## config.mk

```make
export PLATFORM = sky130hd
export DESIGN_NAME = irq_downcounter
export DESIGN_NICKNAME = d
export VERILOG_FILES = /design/src/rtl/irqc_pkg.sv /design/src/rtl/irqc_regdec.sv /design/src/rtl/irqc_tickgen.sv /design/src/rtl/irqc_core.sv /design/src/rtl/irq_downcounter.sv
export SDC_FILE = /design/constraint.sdc
export NUM_CORES = 1
export LEC_CHECK = 0
export ABC_AREA = 1
export CAP_MARGIN = 20
export CORE_ASPECT_RATIO = 0.7
export CORE_UTILIZATION = 30
export DETAILED_ROUTE_END_ITERATION = 10
export REMOVE_ABC_BUFFERS = 1
export SLEW_MARGIN = 5
export SYNTH_ARGS = -nofsm -noshare
export SYNTH_HDL_FRONTEND = slang
export SYNTH_SLANG_ARGS = --single-unit
```

## constraint.sdc

```tcl
create_clock -name clk -period 2.4 [get_ports clk]
set_input_delay 0.36 -clock clk [delete_from_list [all_inputs] [get_ports clk]]
set_output_delay 0.36 -clock clk [all_outputs]
set_load 0.005 [all_outputs]
```

## src/rtl/irqc_pkg.sv

```systemverilog
package irqc_pkg;

  parameter int unsigned IRQC_CNT_W = 8;

  typedef logic [IRQC_CNT_W-1:0] cnt_t;

  typedef struct packed {
    logic latch_wr;
    logic src_wr;
    logic ack_wr;
    logic arm_wr;
  } irqc_wr_t;

  function automatic cnt_t next_count(input logic rl, input cnt_t cnt, input cnt_t lat);
    if (rl)
      return cnt_t'(lat + cnt_t'(1));
    else if (cnt == '0)
      return lat;
    else
      return cnt_t'(cnt - cnt_t'(1));
  endfunction

  function automatic logic lands_on_zero(input logic rl, input cnt_t cnt);
    return !rl && (cnt == cnt_t'(1));
  endfunction

endpackage

```

## src/rtl/irqc_regdec.sv

```systemverilog
module irqc_regdec
  import irqc_pkg::*;
#(
  parameter int unsigned ADDR_W = 16
) (
  input  logic              wr_en,
  input  logic [ADDR_W-1:0] wr_addr,
  output irqc_wr_t          strb
);
  localparam logic [2:0] WIN_CFG = 3'b110;
  localparam logic [2:0] WIN_ARM = 3'b111;

  logic [2:0] win;
  logic       odd;
  logic       unused_addr_bits;

  assign win = wr_addr[ADDR_W-1 -: 3];
  assign odd = wr_addr[0];
  assign unused_addr_bits = ^wr_addr[ADDR_W-4:1];

  always_comb begin
    strb = '0;
    if (wr_en) begin
      strb.latch_wr = (win == WIN_CFG) && !odd;
      strb.src_wr   = (win == WIN_CFG) &&  odd;
      strb.ack_wr   = (win == WIN_ARM) && !odd;
      strb.arm_wr   = (win == WIN_ARM) &&  odd;
    end
  end
endmodule

```

## src/rtl/irqc_tickgen.sv

```systemverilog
module irqc_tickgen #(
  parameter int unsigned PRE_DIV = 4
) (
  input  logic clk,
  input  logic rst_n,
  input  logic cpu_mode,
  input  logic cpu_tick,
  input  logic line_pulse,
  output logic cnt_clk
);
  generate
    if (PRE_DIV > 1) begin : g_div
      localparam int unsigned PW = $clog2(PRE_DIV);
      logic [PW-1:0] pre_q;

      always_ff @(posedge clk) begin
        if (!rst_n)
          pre_q <= '0;
        else if (cpu_mode && cpu_tick)
          pre_q <= (pre_q == PW'(PRE_DIV-1)) ? '0 : pre_q + PW'(1);
      end

      assign cnt_clk = cpu_mode ? (cpu_tick && pre_q == '0) : line_pulse;

      a_r9_prescaler_frozen : assert property (@(posedge clk) disable iff (!rst_n)
        !cpu_mode |=> $stable(pre_q) || $past(!rst_n));
    end else begin : g_nodiv
      assign cnt_clk = cpu_mode ? cpu_tick : line_pulse;
    end
  endgenerate
endmodule

```

## src/rtl/irqc_core.sv

```systemverilog
module irqc_core
  import irqc_pkg::*;
(
  input  logic     clk,
  input  logic     rst_n,
  input  irqc_wr_t strb,
  input  cnt_t     wr_data,
  input  logic     cpu_tick,
  input  logic     cnt_clk,
  output logic     cpu_mode,
  output logic     irq
);
  cnt_t cnt_q, lat_q, cnt_d;
  logic rl_q, arm_q, fire_q, irq_q, mode_q;
  logic rl_d, arm_d, fire_d, irq_d, mode_d;
  cnt_t lat_d;
  logic hit_zero, fire_take;

  assign hit_zero  = cnt_clk && lands_on_zero(rl_q, cnt_q) && arm_q;
  assign fire_take = cpu_tick && fire_q;

  always_comb begin
    cnt_d  = cnt_clk ? next_count(rl_q, cnt_q, lat_q) : cnt_q;
    rl_d   = cnt_clk ? 1'b0 : rl_q;
    lat_d  = lat_q;
    arm_d  = arm_q;
    mode_d = mode_q;
    irq_d  = irq_q || fire_take;
    fire_d = hit_zero || (fire_q && !fire_take);

    if (strb.latch_wr) begin
      lat_d = wr_data;
      rl_d  = 1'b1;
    end
    if (strb.src_wr) begin
      rl_d   = 1'b1;
      mode_d = wr_data[0];
    end
    if (strb.ack_wr) begin
      arm_d  = 1'b0;
      irq_d  = 1'b0;
      fire_d = 1'b0;
      cnt_d  = lat_q;
    end
    if (strb.arm_wr)
      arm_d = 1'b1;
  end

  always_ff @(posedge clk) begin
    if (!rst_n) begin
      cnt_q  <= '0;
      lat_q  <= '0;
      rl_q   <= 1'b0;
      arm_q  <= 1'b0;
      fire_q <= 1'b0;
      irq_q  <= 1'b0;
      mode_q <= 1'b0;
    end else begin
      cnt_q  <= cnt_d;
      lat_q  <= lat_d;
      rl_q   <= rl_d;
      arm_q  <= arm_d;
      fire_q <= fire_d;
      irq_q  <= irq_d;
      mode_q <= mode_d;
    end
  end

  assign irq      = irq_q;
  assign cpu_mode = mode_q;

  a_r10_irq_holds : assert property (@(posedge clk) disable iff (!rst_n)
    irq_q && !strb.ack_wr |=> irq_q);

  a_r4_ack_drops : assert property (@(posedge clk) disable iff (!rst_n)
    strb.ack_wr |=> !irq_q && !arm_q && !fire_q);

  a_r5_arm_sets : assert property (@(posedge clk) disable iff (!rst_n)
    strb.arm_wr |=> arm_q);

  a_r6_reload_used : assert property (@(posedge clk) disable iff (!rst_n)
    cnt_clk && rl_q && !strb.latch_wr && !strb.src_wr |=> !rl_q);

  a_r7_rise_on_tick : assert property (@(posedge clk) disable iff (!rst_n)
    $rose(irq_q) |-> $past(cpu_tick) && $past(fire_q));

  a_r8_cpu_clk_needs_tick : assert property (@(posedge clk) disable iff (!rst_n)
    mode_q && cnt_clk |-> cpu_tick);

  a_r2_latch_stored : assert property (@(posedge clk) disable iff (!rst_n)
    strb.latch_wr |=> rl_q && lat_q == $past(wr_data));
endmodule

```

## src/rtl/irq_downcounter.sv

```systemverilog
module irq_downcounter
  import irqc_pkg::*;
#(
  parameter int unsigned ADDR_W  = 16,
  parameter int unsigned PRE_DIV = 4
) (
  input  logic              clk,
  input  logic              rst_n,
  input  logic              wr_en,
  input  logic [ADDR_W-1:0] wr_addr,
  input  logic [7:0]        wr_data,
  input  logic              cpu_tick,
  input  logic              line_pulse,
  output logic              irq
);
  irqc_wr_t strb;
  logic     cpu_mode;
  logic     cnt_clk;

  irqc_regdec #(.ADDR_W(ADDR_W)) u_dec (
    .wr_en   (wr_en),
    .wr_addr (wr_addr),
    .strb    (strb)
  );

  irqc_tickgen #(.PRE_DIV(PRE_DIV)) u_tick (
    .clk        (clk),
    .rst_n      (rst_n),
    .cpu_mode   (cpu_mode),
    .cpu_tick   (cpu_tick),
    .line_pulse (line_pulse),
    .cnt_clk    (cnt_clk)
  );

  irqc_core u_core (
    .clk      (clk),
    .rst_n    (rst_n),
    .strb     (strb),
    .wr_data  (cnt_t'(wr_data)),
    .cpu_tick (cpu_tick),
    .cnt_clk  (cnt_clk),
    .cpu_mode (cpu_mode),
    .irq      (irq)
  );

  a_r11_outside_ignored : assert property (@(posedge clk) disable iff (!rst_n)
    wr_en && wr_addr[ADDR_W-1 -: 2] != 2'b11 |-> strb == '0);
endmodule

```

---- Yosys cells after proc, flatten, opt, wreduce, memory -nomap -nowiden ----
Cells that the tools add are included.
storage, ports and cells
  flip-flop bits (word level) ............. 23
  bits of input ports ..................... 29
  word-level logic and storage cells ...... 50
cells by class
  add/sub/neg operators ................... 3
  eq/ne operators ......................... 4
  muxes and demuxes ....................... 12
  bitwise logic cells ..................... 1
  reduce and logical (&&, ||, !) cells .... 22
operators by type and width
  operator                                              number
  2-to-1 mux 8 bit                                      4
  logical AND 1 bit                                     11
  adder 8 x 1 -> 8 bit (second input constant)          1
  equality test 8 x 1 -> 1 bit (second input constant)  1
  logical NOT 8 bit                                     1
  subtractor 8 x 1 -> 8 bit (second input constant)     1
  equality test 3 bit (second input constant)           2
  2-to-1 mux 1 bit                                      6
  2-to-1 mux 4 bit                                      1
  nonzero test 2 bit                                    2
  logical NOT 1 bit                                     3
  nonzero test 3 bit                                    1
  adder 2 x 1 -> 2 bit (second input constant)          1
  equality test 2 bit (second input constant)           1
  logical NOT 2 bit                                     1
  logical OR 1 bit                                      2
  2-to-1 mux 2 bit                                      1
  OR reduction 2 bit                                    1
  NOT 1 bit                                             1

---- Logic depth before layout (Yosys ltp) ----
  word-level depth ........................ 6
  mapped depth ............................ 11

---- By module ----
Synthesis repeated with hierarchy kept, for this count alone.
unflattened totals
  cell total of the unflattened synthesis .. 234
  area, all modules ....................... 1516.5 um2
modules (own cells, without submodules)
  module        times used  cells each  area each (um2)  seq. area each (um2)
  irqc_core     1           205         1350.0           420.4
  irqc_tickgen  1           19          126.4            40.0
  irqc_regdec   1           10          40.0             0.0

---- Worst setup path after synthesis ----
OpenSTA, ideal clock, no wires.
  path type ............................... flip-flop to flip-flop
  from .................................... register u_core.cnt_q[0]
  to ...................................... register u_core.cnt_q[3]
  arrival ................................. 1.176 ns
  data required time ...................... 2.282 ns
  path slack .............................. 1.106 ns
  stages on the path, launching flop included .. 10
  path buffers ............................ 1
  clock period less this slack ............ 1.294 ns
  cell sequence ........................... dfxtp_1 > inv_1 > ha_1 > nand2_1 > nor2_2 > buf_6 > a21oi_1 > o21ai_0 > a21oi_1 > nor2_1
between the ends
  cells in the longest elaborated chain, start to end .. 5
  elaborated cells on any way between the ends .. 6
  those cells by class .................... add/sub (1); mux (4); reduce/logical (1)
ends and longest elaborated chain
  item                                                                   RTL line                        text
  start: declaration                                                     irqc_core.sv:13                 cnt_t cnt_q, lat_q, cnt_d;
  start signal: assignment                                               irqc_core.sv:59                 cnt_q <= cnt_d;
  subtractor 8 x 1 -> 8 bit / logical NOT 8 bit (equally long branches)  irqc_pkg.sv:20, irqc_pkg.sv:17
  2-to-1 mux 8 bit (*)                                                   irqc_pkg.sv:17                  else if (cnt == '0)
  2-to-1 mux 8 bit (*)                                                   irqc_pkg.sv:15                  if (rl)
  2-to-1 mux 8 bit (*)                                                   irqc_core.sv:23                 cnt_d = cnt_clk ? next_count(rl_q, cnt_q, lat_q) : cnt_q;
  2-to-1 mux 8 bit (*)                                                   irqc_core.sv:39                 if (strb.ack_wr) begin
Every way passes the cells marked *; elsewhere a longest branch is shown, timed or not. The select of a mux whose other input is x is not followed.
A chain may end at the register's enable or synchronous reset.

---- Worst setup path in the final report ----
Ends and elaborated chain as after synthesis.

==> impl_metrics.yaml <==
grt:
  grt_pass1_wl_mm: 6.01
  antenna_found_initial: 0
  overflow: 0
  grt_usage_pct: 15.2
  met1_usage_pct: 22.1
  grt.busiest_layer: "met2"
  grt_max_degree: 15
  grt_pass1_vias: 1291
  met3_usage_pct: 4.01
  met2_usage_pct: 22.6
drt:
  detail_route.first_pass.iterations: 4
  drc_errors: 0
  avgViaCountPerCell: 4.75
  drtIter0Drc: 71
  drt-total-wl_mm: 3.48
  drtAntennaViolNets: 0
  routedWlPerCell_um: 11.7
  via_count: 1415
cts:
  cts_resized: 0
  cts_hold_buf: 0
  clock_sinks: 23
  clock_path_buffers: 2
  clk_latency_ns: 0.27
  clk_pin_slew_worst_paths_ns: 0.09
  cts_tree: "yes"
  cts_inserted_buffers: 3
  cts_root_buf: "clkbuf_8"
  cts_setup_buffers: 0
  ctsHtreeMaxLevel: 1
floorplanning:
  floorplan.initialDensity_pct: 32.0
  die-area_um2: 5040
  ios: 30
  fp.dieW_um: 84.4
  num_rows: 20
  die_h_um: 59.7
  core_region_area_um2: 4450
layout:
  multiInputGateArea_um2: 812
  nNetsFinal: 279
  diodes: 0
  regArea_um2: 460
  instances_no_fill: 298
  drive_above_1_share_pct: 4.94
  syn_to_final_growth_pct: 19.5
  nFillCells: 508
sta:
  maxSlewHeadroom_pct: 69.4
  post-route-min-period_ns: 1.68
  rsz0062_at_grt: "false"
  worst_pin_slew_ns: 0.459
  hold_viol_final: 0
  setup_tns_ns: 0
  fmaxAchievable_mhz: 595
  setup_viol: 0
  maxSlewViolCount: 0
  period_share_pct: 70.1
  hold_ws_ns: 0.470
  fin_skew_ns: 0.00479
worst_setup_path:
  cp-start-kind: "flop"
  crit_arrival_ns: 1.84
  max_stage_delay_ns: 0.36
  cp-end-kind: "flop"
  crit_slowest_cell: "dfxtp_1"
  critPathMaxFanout: 6
  crit_buf_inv: 2
  rr_startpoint: "u_core.cnt_q[0]"
  crit_chain: "inv_1, ha_1, nand2_1, nor2_2, inv_1, o21ai_0, o21ai_0, a21oi_1, nor2_1"
  critical_path_class: "flop to flop"
  critPathRequiredTime_ns: 2.56
  startpoint: "u_core.cnt_q[0]"
  cp_top_family: "compound AO/OA/AOI/OAI gates"
synth:
  synthArstFlopShare_pct: 0
  synth.distinct_cells: 25
  ys_ff_latch: 23
  synth_top_area_share_pct: 32.3
  yosys-top-cells-area: "dfxtp_1 (32%), nand2_1 (11%), a21oi_1 (11%)"
  synth_common_cells: "nand2_1 (43), inv_1 (32), a21oi_1 (30)"
  synth-edff-count: 0
  yosys.area.top_type: "dfxtp_1"
  synth_most_common_cell: "nand2_1"
  seq_area_frac_synth_pct: 32.3
  syn_area_um2: 1430
  synth_top_flop_cell: "dfxtp_1"
  synthCells: 224
  synth_warnings: 0
  syn_avg_cell_area_um2: 6.37
min_path:
  hp-start: "u_core.fire_q"
  hold_class: "flop to flop"
status:
  status: "finished clean"
power_and_ir_drop:
  power_density_nw_per_um2: 917
  fin_total_pwr_w: 0.00156
  peakVddDrop_mv: 0.337
  leakage_nw: 0.712
run:
  cap_violations: 0
placement:
  dpl.cell_count: 294
  place_hpwl_mm: 2.68
  io_buffers: 17
  gp_congestion: 0.889
-- area by class of cell --
cell class / count / area share [%]
multi-input cells: 163 / 47.7
repair buffers: 20 / 11.3
clock inverters: 1 / 0.294
clock buffers: 3 / 2.42
inverters: 33 / 7.27
well taps: 55 / 4.04
flip-flops and latches: 23 / 27.0
-- worst min-delay path, stage by stage (launching register included) --
cell     delay (ns)
dfxtp_1        0.32
nand2_1        0.06
a21oi_1        0.06
-- final timing paths --
path,endpoint,slack [ns],cells past startpoint
worst max-delay path,u_core.cnt_q[3],0.72,9
worst min-delay path,u_core.fire_q,0.47,2
worst max register to register,u_core.cnt_q[3],0.72,9
worst min register to register,u_core.fire_q,0.47,2
-- routing by layer --
layer | wire length, um | part of all wire [%]
met5 | 0 | 0
met4 | 14 | 0.40
met3 | 168 | 4.8
met2 | 1330 | 38
met1 | 1970 | 57
-- logic make-up (layout without fill, tap and decap cells) --
group           Yosys count  after routing  synth area share [%]
buf+inv                  38             57                  10.8
xor+xnor                  3              3                  1.84
flops                    23             23                  32.3
simple gates             89             89                  25.7
compound gates           65             65                  24.1
fa+ha+maj                 6              6                  5.26
-- per-stage QoR --
stage / area (um2) / util [%] / setup slack, ns
after floorplan: 1400 / - / 0.928
after global placement: 1660 / 37.2 / 0.514
after detailed placement: 1660 / 37.2 / 0.493
after CTS: 1700 / 38.3 / 0.755
after global routing: 1700 / 38.3 / 0.550
final: 1700 / 38.3 / 0.719
-- where the power goes --
part	switching (W)	leakage, nW	internal [W]	total (W)
Clock	0.000137	0.0255	0.000116	0.000253
Combinational	0.000502	0.499	0.000313	0.000815
Sequential	0.0000546	0.187	0.000440	0.000495
Total	0.000693	0.712	0.000870	0.00156
-- state kept, by name, summed over array words and instances, names as in the netlist --
register and cells:
u_core.arm_q 1, u_core.cnt_q 8, u_core.cpu_mode 1, u_core.fire_q 1, u_core.irq 1, u_core.lat_q 8
u_core.rl_q 1, u_tick.g_div.pre_q 2
-- cells in the final DEF (no fill, tap or decap), drive strengths merged --
cell type	instances
a21oi	31
clkdlybuf4s50	17
clkinv	2
buf	3
xnor2	1
o21bai	1
clkbuf	3
xor2	2
ha	6
inv	32
nor2	30
nand2	44
nand3	11
a31oi	1
o211ai	1
nand4	3
o21ai	27
nand3b	1
dfxtp	23
o22ai	4
No activity file was read; power rests on OpenSTA's default activity.
